### config.mk
export PLATFORM = sky130hd
export DESIGN_NAME = spare_sub_unit
export DESIGN_NICKNAME = d
export VERILOG_FILES = /design/src/rtl/spare_sub_unit.sv
export SDC_FILE = /design/constraint.sdc
export NUM_CORES = 1
export LEC_CHECK = 0
export ABC_CLOCK_PERIOD_IN_PS = 7200
export BUFFER_PORTS_ARGS = -buffer_cell sky130_fd_sc_hd__clkbuf_2
export CAP_MARGIN = 25
export CELL_PAD_IN_SITES_DETAIL_PLACEMENT = 1
export CELL_PAD_IN_SITES_GLOBAL_PLACEMENT = 1
export CORE_MARGIN = 5
export CORE_UTILIZATION = 29
export DETAILED_ROUTE_END_ITERATION = 16
export GPL_TIMING_DRIVEN = 0
export PLACE_DENSITY_LB_ADDON = 0.05
export SKIP_LAST_GASP = 1
export SLEW_MARGIN = 30
export SYNTH_ARGS = -nofsm -noshare
export SYNTH_HDL_FRONTEND = slang
export SYNTH_SLANG_ARGS = --single-unit
### constraint.sdc
create_clock -name clk -period 7.2 [get_ports clk]
set_input_delay 1.44 -clock clk [delete_from_list [all_inputs] [get_ports clk]]
set_output_delay 1.44 -clock clk [all_outputs]
set_load 0.005 [all_outputs]
### src/rtl/spare_sub_unit.sv
module spare_sub_unit #(
  parameter int LINE_W       = 64,
  parameter int CHUNK_W      = 8,
  parameter int ROWS_PER_GRP = 4,
  parameter int NUM_GRPS     = 4,
  localparam int UNITS  = LINE_W / CHUNK_W,
  localparam int ROW_W  = (ROWS_PER_GRP > 1) ? $clog2(ROWS_PER_GRP) : 1,
  localparam int GRP_W  = (NUM_GRPS > 1) ? $clog2(NUM_GRPS) : 1,
  localparam int UNIT_W = (UNITS > 1) ? $clog2(UNITS) : 1
) (
  input  logic              clk,
  input  logic              rst_n,
  input  logic [GRP_W-1:0]  rd_group,
  input  logic [ROW_W-1:0]  rd_row,
  input  logic [LINE_W-1:0] main_line,
  input  logic [LINE_W-1:0] spare_line,
  input  logic              cfg_we,
  input  logic [GRP_W-1:0]  cfg_group,
  input  logic [UNIT_W-1:0] cfg_unit,
  input  logic              cfg_valid,
  input  logic [ROW_W-1:0]  cfg_row,
  output logic [LINE_W-1:0] fix_line,
  output logic [UNITS-1:0]  sub_mask
);

  logic [NUM_GRPS-1:0][UNITS-1:0]            map_vld;
  logic [NUM_GRPS-1:0][UNITS-1:0][ROW_W-1:0] map_row;

  always_ff @(posedge clk or negedge rst_n) begin
    if (!rst_n) begin
      map_vld <= '0;
      map_row <= '0;
    end else if (cfg_we) begin
      map_vld[cfg_group][cfg_unit] <= cfg_valid;
      map_row[cfg_group][cfg_unit] <= cfg_row;
    end
  end

  for (genvar u = 0; u < UNITS; u++) begin : g_chunk
    assign sub_mask[u] = map_vld[rd_group][u] && (map_row[rd_group][u] == rd_row);
    assign fix_line[u*CHUNK_W +: CHUNK_W] = sub_mask[u] ? spare_line[u*CHUNK_W +: CHUNK_W]
                                                        : main_line[u*CHUNK_W +: CHUNK_W];
  end

endmodule

Word-level counts from Yosys, hierarchy flattened
Index checks and enable logic that the tools add are counted.
W data, S select, Z words.

word-level totals
  bits in registers = 96
  bits in latches = 0
  bits in writable memories = 0
  bits in read-only memories = 0
  input port bits = 143
  output and inout port bits = 72
  word-level logic and storage cells = 81
  memories kept = 0

operators by class
  $add $sub $neg = 0
  multipliers = 0
  div/mod/pow operators = 0
  magnitude comparators = 5
  eq/ne operators = 8
  shift operators = 0
  multiplexer cells = 22
  bitwise gates (word level) = 0
  reduce and logical (&&, ||, !) cells = 10

operators by type and width
  cell                  count
  $mux W8               10
  $bwmux W64            1
  $bmux W16 S2          1
  $bwmux W32            1
  $demux W16 S2         1
  $mux W16              2
  $bmux W8 S2           1
  $demux W8 S2          1
  $eq A2 B2 Y1          8
  $logic_and A1 B1 Y1   10
  $demux W2 S3          1
  $lt A2 B3 Y1 const B  2
  $lt A3 B4 Y1 const B  1
  $demux W1 S3          1
  $ge A3 B1 Y1 const B  1
  $ge A2 B1 Y1 const B  1
  $mux W2               1
  $mux W1               1

Depth between registers and ports, before layout
  depth after elaboration = 7
  gate-level depth with buffers = 7
  mapped depth without buffers = 5

Worst setup path after synthesis
No wires, ideal clock.

  kind = input to output
  from = input rd_group[0]
  to = output fix_line[32]
  arrival = 2.842 ns
  required time = 5.760 ns
  slack = 2.918 ns
  stages = 6
  path buffers = 2
  cell sequence = buf_6 buf_12 mux4_2 xnor2_2 nand2_4 mux2_4

on the way
  cells in the longest elaborated chain, start to end = 5
  elaborated cells on any way between the ends = 7
  classes of those cells = eq/ne: 1; mux: 5; reduce/logical: 1

RTL lines
  item                   RTL line  RTL
  from (decl)            13        input logic [GRP_W-1:0] rd_group,
  $bmux W16 S2           40        assign sub_mask[u] = map_vld[rd_group][u] && (map_row[rd_group][u] == rd_row);
  $mux W16               n/a
  $eq A2 B2 Y1           40
  $logic_and A1 B1 Y1 *  40
  $mux W8 *              41        assign fix_line[u*CHUNK_W +: CHUNK_W] = sub_mask[u] ? spare_line[u*CHUNK_W +: CHUNK_W]
  to (decl)              22        output logic [LINE_W-1:0] fix_line,

Mark *: on every way between the ends. The rest lies on a longest branch, timed or not. The select of a mux whose other input is x is not followed.

Worst setup path in the final report
  from = input rd_group[0]
  to = output fix_line[51]

The elaborated chain is that of the path after synthesis.

==> impl_metrics.toml <==
[worst_setup_path]
critPathBufInv = 4
cp-end-kind = "output pin"
start_kind = "input pin"
crit_required_ns = 5.76
worst_ep_arrival_time_ns = 3.38
max_stage_delay_ns = 0.65
cpLargestDelayFamily = "buffers and inverters"
path_max_fanout = 10
crit_slowest_cell = "buf_1"
path_cells = "buf_6 > buf_12 > buf_1 > nand2_1 > o32ai_2 > nand2_4 > mux2_4 > clkbuf_2"
criticalPathCategory = "in2out"

[hold_path]
worstHoldPathType = "reg2reg"

[synth]
postSynthAreaPerCell_um2 = 13.42
synthCells = 420
yosysSeqAreaShare = 0.4263
netlist_area_um2 = 5635
yosysWarningCount = 0
syn-num-nets = 563
synthDistinctLibCells = 27
ys_ff_latch = 96

[grt]
grtUsageTotal = 0.1610
antenna_found_initial = 0
grt_pass1_vias = 4796
grt_pass1_wl_mm = 27.61
grt_overflow = 0
grt_start_max_net_pins = 67

[finish]
layout.nets = 787
layout-drive-gt1-share = 0.6672
finalNonFillerCells = 914
design_area_um2 = 7331
num_antenna_cells = 0
syn_to_final_growth_pct = 30.08

[detailed_routing]
vias = 4247
drc = 0
antenna_left = 0
wl_per_cell_um = 19.49
wirelength_mm = 17.81
vias_per_cell = 4.647
drt_iter0_markers = 109
drt_pass1_iterations = 4

[clock_tree]
cts.sink_count = 96
htreeDepth = 3
cts_hold_buf = 0
clk_latency_ns = 0.34
clock_path_buffers = 2
cts_inserted_buffers = 9
cts_setup_buffers = 0
cts-resized-gates = 0
clk_pin_slew_ns = 0.06
cts_tree = "done"
cts_root_buf = "clkbuf_16"

[placement]
dp.cells = 898
place_congestion = 0.7704
hpwl_mm = 13.72
io_buffers = 212
placed_cell_area_um2 = 7064

[sta]
setup_viol = 0
period_share = 0.6695
max_slew_margin = 0.4383
max_freq_mhz = 207.5
worstMarginPinSlew_ns = 0.8425
finalHoldViolCount = 0
hold_ws_ns = 0.4976
clock-skew-final_ns = 0
tns_ns = 0
maxSlewViolCount = 0
rsz0062_at_grt = "no"
post-route-min-period_ns = 4.820

[outcome]
status = "completed"

[power]
pwr_density_cell_nw_per_um2 = 218.0
p_leak_nw = 3.654
fin_total_pwr_mw = 1.598
ir_drop_mv = 0.09751

[die]
die_h_um = 149.4
die_w_um = 149.4
coreArea_um2 = 19270
rows = 51
fp.dieArea_um2 = 22320
ioPinCount = 215
start_util = 0.2924

[run]
maxCapViolations = 0
==> per-stage QoR <==
step	setup slack (ns)	utilization
6_report	2.380	0.3804
5_1_grt	2.224	0.3804
3_3_place_gp	2.321	0.3647
2_1_floorplan	2.918	-
3_5_place_dp	2.310	0.3666
4_1_cts	2.315	0.3804
==> cell usage in the layout (no fill, tap or decap), types with 9 or more instances in the layout <==
| master | Yosys | final |
|---|---|---|
| mux2i_1 | 24 | 24 |
| dfrtp_1 | 96 | 96 |
| clkbuf_16 | 0 | 9 |
| mux2_4 | 24 | 24 |
| clkbuf_1 | 9 | 11 |
| nor2_1 | 17 | 17 |
| nand2_1 | 25 | 25 |
| mux2_2 | 144 | 144 |
| clkbuf_2 | 1 | 212 |
| xnor2_1 | 21 | 21 |
==> where the power goes <==
group / total [mW] / switching, mW / internal (mW) / leakage [nW]
clock: 0.435 / 0.201 / 0.234 / 0.126
combinational: 0.468 / 0.196 / 0.272 / 2.30
sequential: 0.695 / 0.0509 / 0.644 / 1.23
==> synthesized netlist by cell type (all sizes together) <==
library cell / count / area share
nand3b: 4 / 0.0053
mux2i: 24 / 0.043
mux2: 168 / 0.35
nor3: 1 / 0.00089
clkbuf: 10 / 0.0069
nor3b: 4 / 0.0053
nand3: 2 / 0.0018
mux4: 8 / 0.032
nand2: 33 / 0.028
o32ai: 8 / 0.023
or2: 1 / 0.0011
inv: 8 / 0.0053
and3: 1 / 0.0011
nor2: 17 / 0.011
dfrtp: 96 / 0.43
and3b: 1 / 0.0016
xnor2: 24 / 0.041
or3b: 1 / 0.0016
buf: 9 / 0.013
==> per-layer routing <==
metal	routed length [µm]	part of all wire	GRT usage	vias up
met5	0	0	0	-
met3	1455	0.082	0.03981	15
met1	7795	0.44	0.2043	2081
li1	-	-	-	1963
met2	8342	0.47	0.2765	188
met4	218	0.012	0.03844	0
==> worst paths after layout <==
path	startpoint	slack [ns]	endpoint	depth (start not counted)
setup / recovery	rd_group[0]	2.38	fix_line[51]	8
max in group asynchronous	rst_n	5.56	map_row[44]	2
hold reg to reg	map_row[40]	0.50	map_row[40]	1
hold / removal	map_row[40]	0.50	map_row[40]	1
min in group asynchronous	rst_n	0.99	map_row[5]	1
setup reg to reg	map_row[57]	6.43	map_row[57]	1
==> kinds of logic (layout without fill, tap and decap cells) <==
| group | after synthesis | in the layout | share of synthesized area |
|---|---|---|---|
| compound gates | 8 | 8 | 0.02309 |
| simple gates | 65 | 65 | 0.05817 |
| xor+xnor | 24 | 24 | 0.04130 |
| flops | 96 | 96 | 0.4263 |
| mux | 200 | 200 | 0.4263 |
| buf+inv | 27 | 256 | 0.02486 |
==> flip-flops by register name, indices dropped and copies added (netlist names) <==
signal	count
map_vld	32
map_row	64
==> area by class of cell <==
cell class	count	area, µm²
Tap cell	265	331.6
Sequential cell	96	2402
Multi-Input combinational cell	297	3093
Buffer	19	110.1
Clock buffer	11	232.7
Clock inverter	5	33.78
Timing Repair Buffer	213	1097
Fill cell	2172	11940
Inverter	8	30.03
(Power assumes the default switching activity.)
